[src/rtl/rxo_pkg.sv]
// Package: shared receiver state type.
// Assumes: none.
package rxo_pkg;
    typedef enum logic [1:0] {
        ST_HUNT  = 2'd0,
        ST_START = 2'd1,
        ST_DATA  = 2'd2,
        ST_STOP  = 2'd3
    } rx_state_t;
endpackage

[src/rtl/rxo_sync.sv]
// Module: brings the asynchronous serial line into the clock domain.
// Assumes: the line idles high, so every stage resets to 1.
module rxo_sync #(
    parameter int STAGES = 2
) (
    input  logic clk,
    input  logic rst_n,
    input  logic din,
    output logic dout
);
    logic [STAGES-1:0] chain;

    // Shift the line through the synchronizer stages.
    always_ff @(posedge clk) begin
        if (!rst_n) chain <= '1;
        else        chain <= {chain[STAGES-2:0], din};
    end

    assign dout = chain[STAGES-1];
endmodule

[src/rtl/rxo_voter.sv]
// Module: keeps the two earlier centre samples of a bit and votes them
//         with the current sample.
// Assumes: decide is asserted together with the third capture.
module rxo_voter (
    input  logic clk,
    input  logic rst_n,
    input  logic capture,
    input  logic line,
    output logic vote,
    output logic clean
);
    logic [1:0] held;

    // Store the centre samples as they are taken.
    always_ff @(posedge clk) begin
        if (!rst_n)       held <= 2'b11;
        else if (capture) held <= {held[0], line};
    end

    // Majority of three, and agreement of all three.
    always_comb begin
        vote  = (held[1] & held[0]) | (held[1] & line) | (held[0] & line);
        clean = (held[1] == held[0]) && (held[0] == line);
    end
endmodule

[src/rtl/rxo_framer.sv]
// Module: hunts for a start edge, counts ticks within each bit, and steers
//         the voter. Assembles the character and reports its completion.
// Assumes: tick is a one-clock strobe; line is already synchronized.
module rxo_framer
    import rxo_pkg::*;
#(
    parameter int OSR    = 16,
    parameter int MID    = 8,
    parameter int DATA_W = 9
) (
    input  logic              clk,
    input  logic              rst_n,
    input  logic              tick,
    input  logic              line,
    input  logic              rx_en,
    input  logic              nine_bit,
    input  logic              vote,
    input  logic              clean,
    output logic              capture,
    output logic              done,
    output logic              busy,
    output logic [DATA_W-1:0] char_o,
    output logic              noise_o,
    output logic              frame_o
);
    localparam int CW = $clog2(OSR);
    localparam int BW = $clog2(DATA_W);
    localparam logic [CW-1:0] LAST_TICK = CW'(OSR - 1);
    localparam logic [CW-1:0] CAP_LO    = CW'(MID - 1);
    localparam logic [CW-1:0] CAP_HI    = CW'(MID + 1);

    rx_state_t         state;
    logic [CW-1:0]     cnt, cnt_nx;
    logic [BW-1:0]     bidx, last_bit;
    logic [DATA_W-1:0] shreg;
    logic              last_s, nine_q, noise_acc, decide;

    // Next tick index within the bit, and the capture and decision strobes.
    always_comb begin
        cnt_nx   = (cnt == LAST_TICK) ? '0 : cnt + 1'b1;
        capture  = tick && (state != ST_HUNT) && (cnt_nx >= CAP_LO) && (cnt_nx <= CAP_HI);
        decide   = tick && (state != ST_HUNT) && (cnt_nx == CAP_HI);
        last_bit = nine_q ? BW'(DATA_W - 1) : BW'(DATA_W - 2);
    end

    // Frame sequencing: hunt, start, data and stop bits.
    always_ff @(posedge clk) begin
        if (!rst_n) begin
            state     <= ST_HUNT;
            cnt       <= '0;
            bidx      <= '0;
            shreg     <= '0;
            last_s    <= 1'b0;
            nine_q    <= 1'b0;
            noise_acc <= 1'b0;
            frame_o   <= 1'b0;
            done      <= 1'b0;
        end else begin
            done <= 1'b0;
            if (!rx_en) begin
                state  <= ST_HUNT;
                last_s <= 1'b0;
            end else if (tick) begin
                last_s <= line;
                if (state == ST_HUNT) begin
                    if (last_s && !line) begin
                        state     <= ST_START;
                        cnt       <= '0;
                        bidx      <= '0;
                        nine_q    <= nine_bit;
                        noise_acc <= 1'b0;
                    end
                end else begin
                    cnt <= cnt_nx;
                    if (decide) noise_acc <= noise_acc | ~clean;
                    case (state)
                        ST_START: begin
                            if (decide && vote)   state <= ST_HUNT;
                            else if (cnt_nx == '0) state <= ST_DATA;
                        end
                        ST_DATA: begin
                            if (decide) shreg <= {vote, shreg[DATA_W-1:1]};
                            if (cnt_nx == '0) begin
                                if (bidx == last_bit) state <= ST_STOP;
                                else                  bidx  <= bidx + 1'b1;
                            end
                        end
                        ST_STOP: begin
                            if (decide) begin
                                frame_o <= ~vote;
                                done    <= 1'b1;
                                state   <= ST_HUNT;
                            end
                        end
                        default: state <= ST_HUNT;
                    endcase
                end
            end
        end
    end

    assign busy    = (state != ST_HUNT);
    assign noise_o = noise_acc;
    assign char_o  = nine_q ? shreg : {1'b0, shreg[DATA_W-1:1]};
endmodule

[src/rtl/rxo_holdreg.sv]
// Module: parallel holding register with ready, noise, framing and
//         overrun flags.
// Assumes: done is a one-clock pulse; the acknowledge is handled first.
module rxo_holdreg #(
    parameter int DATA_W = 9
) (
    input  logic              clk,
    input  logic              rst_n,
    input  logic              done,
    input  logic [DATA_W-1:0] char_i,
    input  logic              noise_i,
    input  logic              frame_i,
    input  logic              rd_ack,
    output logic [DATA_W-1:0] data_o,
    output logic              rdy_o,
    output logic              ovr_o,
    output logic              noise_o,
    output logic              frame_o
);
    // Load completed characters, record overruns, clear on acknowledge.
    always_ff @(posedge clk) begin
        if (!rst_n) begin
            data_o  <= '0;
            rdy_o   <= 1'b0;
            ovr_o   <= 1'b0;
            noise_o <= 1'b0;
            frame_o <= 1'b0;
        end else begin
            if (rd_ack) begin
                rdy_o   <= 1'b0;
                ovr_o   <= 1'b0;
                noise_o <= 1'b0;
                frame_o <= 1'b0;
            end
            if (done) begin
                if (rdy_o && !rd_ack) begin
                    ovr_o <= 1'b1;
                end else begin
                    data_o  <= char_i;
                    rdy_o   <= 1'b1;
                    noise_o <= noise_i;
                    frame_o <= frame_i;
                end
            end
        end
    end
endmodule

[src/rtl/rxo_receiver.sv]
// Module: top of the oversampling receiver. Chains the synchronizer,
//         framer, voter and holding register.
// Assumes: tick runs at sixteen pulses per bit, one clock wide each.
module rxo_receiver #(
    parameter int OSR         = 16,
    parameter int MID         = 8,
    parameter int DATA_W      = 9,
    parameter int SYNC_STAGES = 2
) (
    input  logic              clk,
    input  logic              rst_n,
    input  logic              rxd,
    input  logic              tick,
    input  logic              rx_en,
    input  logic              nine_bit,
    input  logic              rd_ack,
    output logic [DATA_W-1:0] rx_data,
    output logic              data_rdy,
    output logic              overrun,
    output logic              noise_err,
    output logic              frame_err
);
    logic              line_s, capture, vote, clean, done, fr_busy, ch_noise, ch_frame;
    logic [DATA_W-1:0] ch_data;

    rxo_sync #(.STAGES(SYNC_STAGES)) u_sync (
        .clk(clk), .rst_n(rst_n), .din(rxd), .dout(line_s)
    );

    rxo_voter u_voter (
        .clk(clk), .rst_n(rst_n), .capture(capture), .line(line_s),
        .vote(vote), .clean(clean)
    );

    rxo_framer #(.OSR(OSR), .MID(MID), .DATA_W(DATA_W)) u_framer (
        .clk(clk), .rst_n(rst_n), .tick(tick), .line(line_s), .rx_en(rx_en),
        .nine_bit(nine_bit), .vote(vote), .clean(clean), .capture(capture),
        .done(done), .busy(fr_busy), .char_o(ch_data), .noise_o(ch_noise),
        .frame_o(ch_frame)
    );

    rxo_holdreg #(.DATA_W(DATA_W)) u_hold (
        .clk(clk), .rst_n(rst_n), .done(done), .char_i(ch_data),
        .noise_i(ch_noise), .frame_i(ch_frame), .rd_ack(rd_ack),
        .data_o(rx_data), .rdy_o(data_rdy), .ovr_o(overrun),
        .noise_o(noise_err), .frame_o(frame_err)
    );
endmodule

[config.mk]
export PLATFORM = sky130hd
export DESIGN_NAME = rxo_receiver
export DESIGN_NICKNAME = d
export VERILOG_FILES = /design/src/rtl/rxo_pkg.sv /design/src/rtl/rxo_sync.sv /design/src/rtl/rxo_voter.sv /design/src/rtl/rxo_framer.sv /design/src/rtl/rxo_holdreg.sv /design/src/rtl/rxo_receiver.sv
export SDC_FILE = /design/constraint.sdc
export NUM_CORES = 1
export LEC_CHECK = 0
export ABC_CLOCK_PERIOD_IN_PS = 2200
export BUFFER_PORTS_ARGS = -buffer_cell sky130_fd_sc_hd__buf_4
export CORE_MARGIN = 1
export CORE_UTILIZATION = 52
export DETAILED_ROUTE_END_ITERATION = 8
export HOLD_SLACK_MARGIN = 0.03
export PLACE_DENSITY = 0.83
export SYNTH_ARGS = -nofsm -noshare
export SYNTH_HDL_FRONTEND = slang
export SYNTH_SLANG_ARGS = --single-unit
[constraint.sdc]
create_clock -name clk -period 2.2 [get_ports clk]
set_clock_uncertainty 0.2 [all_clocks]
set_input_delay 0.33 -clock clk [delete_from_list [all_inputs] [get_ports clk]]
set_output_delay 0.33 -clock clk [all_outputs]
set_load 0.02 [all_outputs]
* Yosys cells after proc, flatten, opt, wreduce, memory -nomap -nowiden
Index checks and enable logic that the tools add are counted.
** Cells by class
- Add/subtract/negate cells :: 2
- Order comparisons :: 2
- Eq/ne operators :: 14
- Multiplexer cells :: 33
- Bitwise logic cells :: 14
- Reductions and logical operators :: 26
** Operator list (number)
- 2-to-1 mux 4 bit :: 8
- 2-to-1 mux 1 bit :: 16
- 2-to-1 mux 2 bit :: 7
- AND reduction 6 bit :: 2
- AND reduction 5 bit :: 2
- 2-to-1 mux 9 bit :: 1
- != test 3 x 1 -> 1 bit (second input constant) :: 3
- adder 4 x 1 -> 4 bit (second input constant) :: 2
- equality test 4 bit (second input constant) :: 2
- logical AND 1 bit :: 8
- NOT 1 bit :: 8
- AND reduction 4 bit :: 2
- nonzero test 2 bit :: 4
- one-hot mux 2 bit (3 select lines) :: 1
- OR reduction 5 bit :: 1
- equality test 2 bit (second input constant) :: 2
- equality test 4 bit :: 1
- greater-or-equal comparator 4 x 3 -> 1 bit (second input constant) :: 1
- less-or-equal comparator 4 bit (second input constant) :: 1
- zero test 4 bit :: 1
- != test 4 x 1 -> 1 bit (second input constant) :: 1
- AND reduction 2 bit :: 2
- bitwise AND 1 bit :: 3
- bitwise OR 1 bit :: 3
- other kinds (7) :: 9
** Word-level totals
- Register bits after elaboration :: 41
- Bits of input ports :: 7
- Output and inout port bits :: 13
- Word-level logic and storage cells :: 107

* Logic depth before layout (Yosys ltp)
Gate-level depths: netlist of run 1.
- Depth in word-level cells :: 8
- Depth in mapped cells :: 10
- Gate-level depth less buffers :: 8

* Cells and area by module
Synthesis of run 1 repeated with hierarchy kept, for this count alone.
** Second synthesis, totals
- Cell total of the unflattened synthesis :: 233
- Area total of the unflattened synthesis :: 2154.6 um^2
** By module, submodules not included
- rxo_framer :: times used 1, cells each 162, area each 1460.2 um^2, seq. area each 480.5 um^2
- rxo_holdreg :: times used 1, cells each 57, area each 536.8 um^2, seq. area each 260.2 um^2
- rxo_voter :: times used 1, cells each 10, area each 105.1 um^2, seq. area each 40.0 um^2
- rxo_sync :: times used 1, cells each 4, area each 52.6 um^2, seq. area each 40.0 um^2

* Worst setup path before layout of run 1
Ideal clock, no wire load.
- Path type :: register to register
- From :: reg u_framer.state[0]
- To :: reg u_framer.state[0]
- Library setup time :: 0.115 ns
- Data arrival time :: 1.826 ns
- Data required time :: 1.885 ns
- Path slack :: 0.060 ns
- Stages on the path, launching flop included :: 10
- Buffers on the path :: 1
- Clock period less this slack :: 2.140 ns
- Cells stage by stage :: dfxtp_1 inv_1 ha_1 buf_2 nor2b_4 and4b_4 o21bai_1 a41o_1 o311a_1 o21a_1
** Between the ends
- Cells in the longest elaborated chain, start to end :: 7
** RTL lines
- start: declaration :: line rxo_framer.sv:32 : rx_state_t state;
- start signal: assignment :: line rxo_framer.sv:49 : state <= ST_HUNT;
- start signal: assignment :: line rxo_framer.sv:61 : state <= ST_HUNT;
- start signal: assignment :: line rxo_framer.sv:67 : state <= ST_START;
- nonzero test 2 bit :: line rxo_framer.sv:42 : decide = tick && (state != ST_HUNT) && (cnt_nx == CAP_HI);
- logical AND 1 bit (2 in series) :: line rxo_framer.sv:42
- logical AND 1 bit :: line rxo_framer.sv:78 : if (decide && vote) state <= ST_HUNT;
- 2-to-1 mux 2 bit :: line rxo_framer.sv:78
- one-hot mux 2 bit (3 select lines) :: line rxo_framer.sv:76 : case (state)
- 2-to-1 mux 2 bit :: line rxo_framer.sv:65 : if (state == ST_HUNT) begin
Parallel ways exist; a longest one is shown, timed or not.
A chain may end at the register's enable or synchronous reset.

* Worst setup path in the final report of run 1
- From :: reg u_framer.cnt[0]
- To :: reg u_framer.state[0]
** Between the ends
- Cells in the longest elaborated chain, start to end :: 8
** RTL lines
- start: declaration :: line rxo_framer.sv:33 : logic [CW-1:0] cnt, cnt_nx;
- start signal: assignment :: line rxo_framer.sv:74 : cnt <= cnt_nx;
- adder 4 x 1 -> 4 bit or equality test 4 bit (tied branches) :: line rxo_framer.sv:40 : cnt_nx = (cnt == LAST_TICK) ? '0 : cnt + 1'b1;
- 2-to-1 mux 4 bit (*) :: line rxo_framer.sv:40
- equality test 4 bit :: line rxo_framer.sv:42
- logical AND 1 bit :: line rxo_framer.sv:42
- logical AND 1 bit :: line rxo_framer.sv:78
- 2-to-1 mux 2 bit :: line rxo_framer.sv:78
- one-hot mux 2 bit (3 select lines) :: line rxo_framer.sv:76
- 2-to-1 mux 2 bit :: line rxo_framer.sv:65
- end signal: assignment :: line rxo_framer.sv:67
- end signal: assignment :: line rxo_framer.sv:78
- end signal: assignment :: line rxo_framer.sv:79 : else if (cnt_nx == '0) state <= ST_DATA;
Mark *: on every way between the ends. The rest lies on a longest branch, timed or not.

==> impl_summary.md, run 1 <==
Clock tree
Clock latency on the worst-skew pair, taken at its later pin, is 0.29 ns. The TritonCTS clock tree is done. The longest clock path from root to sink contains 2 buffers. Counting the buffers created by CTS gives 5. The clock edge transition at the registers on the reported setup and hold paths is 0.08 ns. The tree is rooted in a sky130_fd_sc_hd__clkbuf_8. The number of clock sinks is 41. The H-tree was split into 2 levels.

Place
Port buffering added 19 buffers. Summed over all nets, the half-perimeter wirelength after detailed placement is 2750 microns. After detailed placement, the total cell area comes to 0.00221 sq mm.

Routability-driven placement finished with a final weighted congestion of 0.852. The pre-CTS worst setup slack is -0.0409 ns.

Logic synthesis
The post-synthesis sequential area ratio is 41.1%. The count of flip-flops with a built-in enable after synthesis is 0. The average cell area after synthesis is 8.91 sq um. For this run, the leading register cell type out of synthesis is sky130_fd_sc_hd__dfxtp_1. The synthesized cell area is 0.00200 sq mm. Yosys attributes the largest share of cell area to sky130_fd_sc_hd__dfxtp_1, sky130_fd_sc_hd__mux2i_1, sky130_fd_sc_hd__nor2_1. The cell taking the most area after synthesis is sky130_fd_sc_hd__dfxtp_1. The area share of the largest cell type after synthesis is 41.1%.

The yosys synthesis warning count is 0. The share of async-settable or async-resettable flops after synthesis is 0%. The distinct cell type count after synthesis is 41. In the synthesized netlist, the number of instances is 224. After synthesis the netlist holds a flip-flop and latch count of 41. Sorting the synthesized cells by how often they occur yields sky130_fd_sc_hd__dfxtp_1, sky130_fd_sc_hd__nor2_1, sky130_fd_sc_hd__mux2i_1, sky130_fd_sc_hd__a21oi_1. Yosys instantiated no cell more often than sky130_fd_sc_hd__dfxtp_1. The number of nets handed over by synthesis was 241.

Timing
The number of hold violations in the final report is 0. The final period demand of the worst path is 2.13 ns. The transition time at the pin with the least slew margin is 0.460 ns. The highest achievable clock rate is 469 MHz. The worst pin sits at a relative slew slack of 69.3%. The final worst hold slack is 0.0669 ns. The setup TNS is 0 ns. The number of max-slew violations in the final report is 0.

Dividing the final minimum period by the clock period gives 97.0%. The final number of setup-violating endpoints is 0. The minimum setup slack in the final design is 0.0661 ns.

Setup path
The worst register-to-register path ends at u_framer.state[0]. The timing startpoint of the critical path is u_framer.cnt[0]. The setup slack on the worst flop-to-flop path is 0.07 ns. The data required time of the critical path is 2.19 ns. The maximum fanout encountered on the critical timing path is 6.

The kind of launch point of the worst setup path is a flop. The cell count of the worst reg-to-reg path is 8. The capture point of the worst path is u_framer.state[0]. The launch point of the worst reg-to-reg path is u_framer.cnt[0]. Data arrives at the worst endpoint at 2.13 ns. The path type of the worst setup path is flop to flop. The capturing element type of the critical path is a flop.

Finish
Of the cells placed in the final design, the portion with a size suffix greater than 1 is 18.5%. After routing the design area is 0.00233 sq mm. The area growth from synthesis to layout is 16.9%. The antenna cell count is 0. The final layout contains 266 nets. Fill cells in the final layout number 316.

Pwr
The combinational share of power is 3.2%. IR analysis of the VDD net gives a maximum drop of 0.415 mV. The power density relative to cell area is 540 mW/mm^2. The share of total power in sequential cells is 59.2%. Cell internal power was estimated by the tool at 0.981 mW. The overall power after layout is 1.26 mW. The net switching power figure is 0.279 mW.

The analysis attributes to cell leakage a power of 0.950 nW. The clock network fraction of design power is 37.6%. The switching share of power is 22.2%.

Hold path
The min-delay analysis places its worst path in the category primary input to flop.

Route
The starting DRC count in detailed routing is 183. The routed wirelength normalized by instance count is 13.4 microns. In the routed design, unresolved DRC markers number 0.

The first-pass iteration count of the detailed router is 4. The final wirelength is 3990 microns. For this block, the via count after detailed routing is 1624. The average via count per standard cell is 5.47.

The number of nets with antenna violations after routing is 0.

Die
The initial core utilization is 54.5%. During I/O placement, the number of pins put on the boundary was 20. The die width is 64.0 microns.

The initialized floorplan defines 22 standard-cell rows. The total die area is 0.00409 sq mm. The core region area is 0.00366 sq mm. In this run the vertical extent of the chip is 64.0 microns.

Global route
In the global route stage, overall resource usage came out at 21.7%. The number of global-route vias before repair came to 1513. The largest net degree at the start of global routing is 32.

For this run the aggregate overflow at the end of global routing stands at 0. The first-pass GRT wire length is 6860 microns. The initial antenna violation count is 0.

Job
The tool flagged a number of max-cap violations equal to 0.

Outcome
The run finished with clean final reports.
==> cells in the final DEF (no fill, tap or decap), types with 2 or more instances in the layout <==
master                          instances
sky130_fd_sc_hd__a211oi_1              10
sky130_fd_sc_hd__a21oi_1               14
sky130_fd_sc_hd__a22oi_1                2
sky130_fd_sc_hd__and2_1                 3
sky130_fd_sc_hd__and3_1                 2
sky130_fd_sc_hd__buf_4                 27
sky130_fd_sc_hd__clkbuf_8               5
sky130_fd_sc_hd__dfxtp_1               37
sky130_fd_sc_hd__dfxtp_2                4
sky130_fd_sc_hd__dlygate4sd3_1          2
sky130_fd_sc_hd__ha_1                   9
sky130_fd_sc_hd__inv_1                  8
sky130_fd_sc_hd__mux2i_1               22
sky130_fd_sc_hd__nand2_1               10
sky130_fd_sc_hd__nand2b_1              10
sky130_fd_sc_hd__nand3_1                6
sky130_fd_sc_hd__nor2_1                37
sky130_fd_sc_hd__nor3_1                 2
sky130_fd_sc_hd__nor3b_1                4
sky130_fd_sc_hd__o211ai_1               3
sky130_fd_sc_hd__o21ai_0                6
sky130_fd_sc_hd__xor2_1                 2
==> flip-flops by register name, indices dropped and copies added (netlist names), 2 cells and up <==
signal and flops:
u_framer.shreg 9, u_hold.data_o 9, u_framer.bidx 4, u_framer.cnt 4
u_framer.state 2, u_sync.chain 2, u_voter.held 2
==> repair_timing <==
| item | in CTS | in global routing |
|---|---|---|
| hold endpoints to repair | 2 | 0 |
| endpoints found under the setup margin | 1 | 3 |
| buffers inserted | 0 | 1 |
| hold buffers | 2 | 0 |
| pin swaps | 0 | 0 |
| gates resized for setup | 4 | 3 |
==> how the worst min path moves through the flow <==
| stage | startpoint | end | depth (start not counted) |
|---|---|---|---|
| after floorplan | u_sync.chain[0] | u_sync.chain[1] | 1 |
| after global placement | u_sync.chain[0] | u_sync.chain[1] | 1 |
| after detailed placement | u_sync.chain[0] | u_sync.chain[1] | 1 |
| after CTS | rst_n | u_voter.held[0] | 2 |
| after global routing | rst_n | u_voter.held[0] | 2 |
| final | rst_n | u_voter.held[0] | 2 |
==> layout make-up <==
| class | instances | area, sq um | share of cell area [%] |
|---|---|---|---|
| clock inverter | 1 | 8.76 | 0.375 |
| timing repair buffer | 30 | 234 | 10.0 |
| tap | 48 | 60.1 | 2.57 |
| multi-input combinational | 163 | 1100 | 47.2 |
| inverter | 8 | 30.0 | 1.29 |
| sequential | 41 | 826 | 35.4 |
| clock buffer | 6 | 72.6 | 3.11 |
==> critical path, stage by stage, from the launching register on <==
cell and delay, ns:
sky130_fd_sc_hd__dfxtp_2 0.36, sky130_fd_sc_hd__inv_1 0.09, sky130_fd_sc_hd__ha_1 0.17, sky130_fd_sc_hd__nor2b_1 0.18, sky130_fd_sc_hd__and4b_4 0.29, sky130_fd_sc_hd__o21bai_1 0.09
sky130_fd_sc_hd__a41o_1 0.27, sky130_fd_sc_hd__o311a_1 0.29, sky130_fd_sc_hd__o21a_1 0.10
==> power by group through the flow <==
stage / Combinational [mW] / Sequential [mW] / Clock, mW
after CTS: 0.0407 / 0.746 / 0.484
after floorplan: 0.0221 / 0.763 / 0
final: 0.0408 / 0.746 / 0.474
after detailed placement: 0.0378 / 0.763 / 0
after global routing: 0.0448 / 0.746 / 0.508
after global placement: 0.0373 / 0.763 / 0
==> cells by family after synthesis <==
kind of cell	share of synthesized area, %
buffers and inverters	4.08
AND/OR/NAND/NOR	21.2
flip-flops	41.1
XOR/XNOR	0.878
AO/OA/AOI/OAI	15.4
multiplexers	11.0
adder cells (fa/ha/maj)	6.27
==> metrics by stage <==
stage,util (%),instances
6_report,63.7,297
5_1_grt,63.7,297
4_1_cts,63.4,296
3_5_place_dp,60.3,287
3_3_place_gp,60.3,287
2_1_floorplan,-,224
==> routing by layer <==
layer / vias up / wire length [microns] / GRT usage (%) / part of all wire, %
li1: 833 / - / - / -
met1: 760 / 1960 / 27.9 / 49
met2: 22 / 1860 / 34.7 / 46
met3: 9 / 96 / 4.82 / 2.4
met4: 0 / 78 / 9.38 / 2.0
met5: - / 0 / 0 / 0
Power figures use the tool's default switching activity.
==> inputs of run 2 (changes only) <==
--- a/config.mk
+++ b/config.mk
@@ -8,10 +8,10 @@
 export ABC_CLOCK_PERIOD_IN_PS = 2200
 export BUFFER_PORTS_ARGS = -buffer_cell sky130_fd_sc_hd__buf_4
 export CORE_MARGIN = 1
-export CORE_UTILIZATION = 52
+export CORE_UTILIZATION = 50
 export DETAILED_ROUTE_END_ITERATION = 8
 export HOLD_SLACK_MARGIN = 0.03
-export PLACE_DENSITY = 0.83
+export PLACE_DENSITY = 0.81
 export SYNTH_ARGS = -nofsm -noshare
 export SYNTH_HDL_FRONTEND = slang
 export SYNTH_SLANG_ARGS = --single-unit
==> run 2 against run 1 <==
Net effect:
- setup slack gained 0.0091 ns
- non-clock buffer count is the same
- via count shrank 0.18%
- sequential cell count is the same
- combinational power is essentially flat
- first-iteration DRC count shrank 26%
- critical path type unchanged
- largest power group unchanged
==> impl_summary.md, run 2 (synthesis results as in run 1) <==
Die
The initialized floorplan defines 22 standard-cell rows. The total die area is 0.00425 sq mm. Measured along the x axis, the die boundary spans 65.2 microns. The die height is 65.2 microns. The top-level port count is 20.

The initial utilization of the core area, before any placement, comes to 53.3%. The core region area is 0.00374 sq mm.

Hold path
The path class of the tightest hold or removal check is primary input to flop. The path with the worst hold slack has its endpoint at u_voter.held[0]. The worst hold path was traced through 2 stages. The startpoint identified for the worst hold timing path is rst_n.

Route
In this run the remaining antenna-violating nets after routing total 0. For this run, design rule violations remaining after detail routing come to 0. Before antenna repair, the detailed router went through 4 iterations. The starting DRC count in detailed routing is 135. Detailed routing inserted a total of 1621 vias. The routed wirelength normalized by instance count is 13.0 microns. The routed design has 3880 microns of wire. After detailed routing, the number of vias per cell comes to 5.44.

Place
The final estimated routing congestion in global placement is 0.894. The pre-CTS worst setup slack is 0.0201 ns. The HPWL reported at the end of detailed placement is 2620 microns. In this run the tool buffered the top-level ports with 19 buffer cells. The number of placed instances with taps included is 287.

Pwr
The power density relative to cell area is 566 mW/mm^2. Total power for the finished layout comes to 1.33 mW. The leakage power total is 0.964 nW.

Across the VDD grid, the largest voltage drop is 0.315 mV.

Timing
The highest achievable clock rate is 471 MHz. The number of max-slew violations in the final report is 0. The worst path uses 96.6% of the clock period. The worst path needs 2.12 ns of the cycle, external delays included.

The final number of setup-violating endpoints is 0. The transition time at the pin with the least slew margin is 0.467 ns. In this run the tightest slew margin relative to its limit is 68.9%. The number of hold violations in the final report is 0. In the final timing run, aggregate negative setup slack is 0 ns. The minimum setup slack in the final design is 0.0753 ns.

Global route
The first global-routing pass estimated 6510 microns of wire. Entering global routing, the biggest net connects 32 pins. The number of global-route vias before repair is 1470. Summed over all layers, the global routing overflow is 0. Global routing used 20.0% of the available tracks. The initial antenna violation count is 0.

Clock tree
Clock-pin slew was measured on the worst setup and hold paths at 0.08 ns. The TritonCTS buffer count is 5. CTS placed an instance of sky130_fd_sc_hd__clkbuf_8 at the clock tree root. The clock latency of the later-clocked register in the worst-skew pair is 0.29 ns. The number of clock sinks is 41. The TritonCTS clock tree is done. The H-tree was split into 2 levels. The longest clock path from root to sink contains 2 buffers.

Setup path
The setup slack on the worst flop-to-flop path is 0.08 ns. The cell count of the worst reg-to-reg path is 8. The worst setup path is of the flop to flop kind. STA classifies the critical path endpoint as a flop. In this design, the stage delay of the slowest critical-path cell is 0.35 ns. The capture instance of the worst register-to-register path is u_framer.state[0]. The arrival time of the worst setup path is 2.12 ns.

The launch point of the worst reg-to-reg path is u_framer.cnt[0]. The critical path goes through inv_1, ha_1, nor2b_1, and4b_4, o21bai_1, a41o_1, o311a_1, o21a_1. For this design, the slowest cell found on the critical path is sky130_fd_sc_hd__dfxtp_2. The maximum fanout encountered on the critical timing path is 6. The kind of launch point of the worst setup path is a flop. The data required time of the critical path is 2.19 ns. The timing startpoint of the critical path is u_framer.cnt[0].

Finish
The library cells used most frequently in the layout, excluding fill and tap cells, are sky130_fd_sc_hd__nor2_1, sky130_fd_sc_hd__dfxtp_1, sky130_fd_sc_hd__buf_4. For this run, the number of standard cells in the final layout without fillers is 298. The share of post-route cells with drive strength above 1 is 19.2%. The area growth from synthesis to layout is 18.1%. After the last flow step, the layout net total stands at 266. The repair_antennas step left the layout with diodes totalling 0. In the final layout, the registers with the most flip-flops are u_framer.shreg (9), u_hold.data_o (9).

Outcome
The run finished with clean final reports.

Job
The count of maximum capacitance violations is 0.
-- run 2: cell types whose count changed in the layout (fill, tap and decap cells not counted), sizes merged --
| cell | change |
|---|---|
| inv | +1 |
| clkbuf | +1 |
| clkinv | -1 |
-- run 2: how the worst max path moves through the flow --
stage / end / slack [ns]
after floorplan: u_framer.state[0] / 0.06
after global placement: u_framer.state[0] / 0.1
after detailed placement: u_framer.state[1] / 0.02
after CTS: u_framer.state[1] / 0.007
after global routing: u_framer.state[0] / -0.02
final: u_framer.state[0] / 0.08
-- run 2: worst max-delay path: cells and delay by family, from the launching register on --
kind                       cells  cell delay (ns)
buffers and inverters          1             0.08
adders and majority gates      1             0.17
DFF                            1             0.35
AOI/OAI and AO/OA              4             0.76
and+or+nand+nor                2             0.47
-- run 2: what timing repair did --
item / CTS / global route
gates resized for setup: 0 / 7
hold buffers: 2 / 0
buffers inserted: 0 / 1
endpoints found under the setup margin: 0 / 11
hold endpoints to repair: 2 / 0
-- run 2: stage by stage --
| step | util (%) | area [sq um] | hold WS, ns |
|---|---|---|---|
| 5_1_grt | 63.0 | 2360 | 0.0741 |
| 6_report | 63.0 | 2360 | 0.0800 |
| 4_1_cts | 62.3 | 2330 | 0.0675 |
| 3_3_place_gp | 59.0 | 2210 | 0.188 |
| 3_5_place_dp | 59.0 | 2210 | 0.193 |
| 2_1_floorplan | - | 2000 | 0.186 |
-- run 2: final cells by class --
type                            instances  area, sq um
Fill cell                             317         1390
Multi-Input combinational cell        163         1100
Sequential cell                        41          826
Timing Repair Buffer                   30          234
Clock buffer                            7         96.3
Tap cell                               48         60.1
Inverter                                8         30.0
Clock inverter                          1         8.76
-- run 2: where the power goes --
group	internal [mW]	total, mW	switching (mW)
registers	0.744	0.745	0.00158
logic	0.0175	0.0409	0.0234
clock network	0.290	0.548	0.259
-- run 2: per-layer routing --
| metal | track usage [%] | share of wire (%) | vias up |
|---|---|---|---|
| met5 | 0 | 0 | - |
| met4 | 8.42 | 1.6 | 0 |
| met3 | 4.86 | 2.7 | 7 |
| met2 | 32.2 | 46 | 23 |
| met1 | 25.4 | 50 | 750 |
| li1 | - | - | 841 |
==> inputs of run 3 (changes only) <==
--- a/config.mk
+++ b/config.mk
@@ -8,10 +8,10 @@
 export ABC_CLOCK_PERIOD_IN_PS = 2200
 export BUFFER_PORTS_ARGS = -buffer_cell sky130_fd_sc_hd__buf_4
 export CORE_MARGIN = 1
-export CORE_UTILIZATION = 50
+export CORE_UTILIZATION = 42
 export DETAILED_ROUTE_END_ITERATION = 8
 export HOLD_SLACK_MARGIN = 0.03
-export PLACE_DENSITY = 0.81
+export PLACE_DENSITY = 0.71
 export SYNTH_ARGS = -nofsm -noshare
 export SYNTH_HDL_FRONTEND = slang
 export SYNTH_SLANG_ARGS = --single-unit
==> run 3 against run 2 <==
Net effect:
- the flow now finishes with violations (design-rule violations)
- total power rose by 5.6%
- fmax fell by 1.4%
- final cell count rose by 1.7%
- global-route usage fell by 3.9 points
- register-to-register slack got worse by 0.03 ns
- sequential power barely moved
- critical path depth did not move
- clock power rose by 14%
- critical endpoint unchanged
- largest cell class unchanged
- highest routed layer unchanged
==> impl_summary.md, run 3 (synthesis results as in run 1) <==
Place
The congestion estimate from routability-driven global placement came to 0.809. The HPWL reported at the end of detailed placement is 2680 microns. The pre-CTS worst setup slack is 0.0275 ns.

The number of buffers added on ports is 19.

Pwr
IR analysis of the VDD net gives a maximum drop of 0.255 mV. The power density relative to cell area is 586 mW/mm^2. The analysis attributes to net switching a power of 0.282 mW. Of the total power, the clock network draws 44.4%. The combinational share of power is 2.9%. The design draws 1.41 mW. The leakage power total is 0.970 nW.

Registers are responsible for 52.7% of the overall power. Internal power comes to 1.13 mW. The switching share of power is 20.0%.

Hold path
The worst min-delay path class is primary input to flop.

Die
The initial core utilization is 44.6%. The die height is 70.9 microns. The core region area is 0.00447 sq mm. The top-level port count is 20. The total die area is 0.00503 sq mm.

Measured along the x axis, the die boundary spans 70.9 microns. The site row count is 24.

Setup path
The kind of launch point of the worst setup path is a flop. The critical path goes through inv_2, ha_2, nor2b_1, and4b_4, o311ai_1, a41o_1, o311a_1, o21a_1. For the worst setup path, the data arrival time is 2.14 ns. The capturing element type of the critical path is a flop. The path type of the worst setup path is flop to flop. The highest cell delay on the worst timing path is 0.37 ns. The standard cell with the maximum stage delay on the critical path is sky130_fd_sc_hd__dfxtp_4. Data on the critical path is required at its endpoint by 2.18 ns. The maximum fanout encountered on the critical timing path is 6.

Finish
The largest registers in the layout are u_framer.shreg (9), u_hold.data_o (9). The library cells used most frequently in the layout, excluding fill and tap cells, are sky130_fd_sc_hd__nor2_1, sky130_fd_sc_hd__dfxtp_1, sky130_fd_sc_hd__buf_4. The antenna cell count is 0. The share of post-route cells with drive strength above 1 is 20.7%. The final layout contains 267 nets. The area growth from synthesis to layout is 20.4%.

Clock tree
The clock passes through at most 2 buffers. The root buffer selected by CTS is sky130_fd_sc_hd__clkbuf_8. The clock latency of the later-clocked register in the worst-skew pair is 0.29 ns. The H-tree was split into 2 levels.

The clock net in this run drives a total of 41 sinks. Clock-pin slew was measured on the worst setup and hold paths at 0.08 ns. Counting the buffers created by CTS gives 5. TritonCTS built the clock tree.

Global route
The number of global-route vias before repair is 1437. Global routing used 16.1% of the available tracks across all layers. The first global-routing pass estimated 6350 microns of wire. The largest net degree at the start of global routing is 32. For this run the aggregate overflow at the end of global routing stands at 0.

The initial antenna violation count is 0.

Timing
The transition time at the pin with the least slew margin is 0.690 ns. The number of max-slew violations in the final report is 0. The worst path needs 2.15 ns of the cycle, external delays included. The final number of setup-violating endpoints is 0. The post-route clock period utilization is 97.9%.

Derived from the worst setup path, the maximum achievable clock frequency is 464 MHz. The number of hold violations in the final report came to 0. Setup repair after global routing could not meet its margin everywhere. Measured against its own limit, the worst slew margin works out to 54.0%.

The minimum setup slack in the final design is 0.0460 ns.

Route
In the routed layout, each cell is associated on average with a via count of 5.39. The number of nets with antenna violations after routing is 0. The via count is 1633. The number of remaining DRC errors is 2. The starting DRC count in detailed routing is 89. After detailed routing, the total wire length is 3980 microns. Dividing the detail-routed wire length by the instance count gives 13.1 microns. Before antenna repair, the detailed router went through 6 iterations.

Outcome
The run finished, with violations left. The checks that failed: design-rule violations.

Job
The tool flagged a number of max-cap violations equal to 0.
[run 3: cell types whose count changed in the layout (fill, tap and decap cells not counted)]
cell	delta
sky130_fd_sc_hd__clkinvlp_4	+1
sky130_fd_sc_hd__ha_2	+2
sky130_fd_sc_hd__inv_1	-1
sky130_fd_sc_hd__ha_1	-2
sky130_fd_sc_hd__a31oi_2	-1
sky130_fd_sc_hd__a31oi_4	+1
sky130_fd_sc_hd__inv_6	-1
sky130_fd_sc_hd__inv_2	+1
sky130_fd_sc_hd__buf_4	+1
sky130_fd_sc_hd__dfxtp_2	-2
sky130_fd_sc_hd__clkbuf_8	-1
sky130_fd_sc_hd__dfxtp_4	+2
sky130_fd_sc_hd__bufinv_16	+1
[run 3: metrics by stage]
step | utilization [%] | std cells | hold WS (ns) | setup TNS (ns) | instance area [sq um]
after floorplan | - | 224 | 0.186 | 0 | 2000
after global placement | 49.3 | 290 | 0.188 | 0 | 2200
after detailed placement | 49.3 | 290 | 0.196 | 0 | 2200
after CTS | 52.4 | 300 | 0.0656 | 0 | 2340
after global routing | 53.7 | 303 | 0.0663 | -0.00485 | 2400
final | 53.7 | 303 | 0.0684 | 0 | 2400
[run 3: cell type report]
cell class                      count  area, sq um
Tap cell                           52         65.1
Clock buffer                        6         82.6
Inverter                            8         30.0
Fill cell                         404         2070
Multi-Input combinational cell    163         1120
Timing Repair Buffer               31          241
Sequential cell                    41          831
Clock inverter                      2         37.5
[run 3: power groups by stage]
stage | registers, mW | logic, mW | clock network, mW
5_1_grt | 0.744 | 0.0453 | 0.676
3_5_place_dp | 0.763 | 0.0379 | 0
6_report | 0.743 | 0.0410 | 0.625
4_1_cts | 0.746 | 0.0412 | 0.645
3_3_place_gp | 0.763 | 0.0380 | 0
2_1_floorplan | 0.763 | 0.0221 | 0
[run 3: worst paths after layout]
kind / from / endpoint / cells past startpoint / slack, ns
worst min register to register: u_sync.chain[0] / u_sync.chain[1] / 1 / 0.21
worst max-delay path: u_framer.cnt[0] / u_framer.state[0] / 8 / 0.05
worst min-delay path: rst_n / u_voter.held[1] / 2 / 0.07
worst max register to register: u_framer.cnt[0] / u_framer.state[0] / 8 / 0.05
[run 3: layer usage]
layer | global-route usage, % | up-vias | wire [microns]
met3 | 4.99 | 5 | 130
met2 | 24.3 | 26 | 1840
li1 | - | 833 | -
met4 | 7.11 | 0 | 51
met1 | 21.4 | 769 | 1960
met5 | 0 | - | 0
[run 3: critical path, delay by kind of cell (launching register included)]
family | cells | cell delay [ns]
flops | 1 | 0.37
buf+inv | 1 | 0.06
compound gates | 4 | 0.81
fa+ha+maj | 1 | 0.16
simple gates | 2 | 0.45
[run 3: what timing repair did]
item,CTS,global route
setup buffers,0,2
hold endpoints to repair,2,0
gates resized for setup,0,15
hold buffers,2,0
endpoints found under the setup margin,0,13
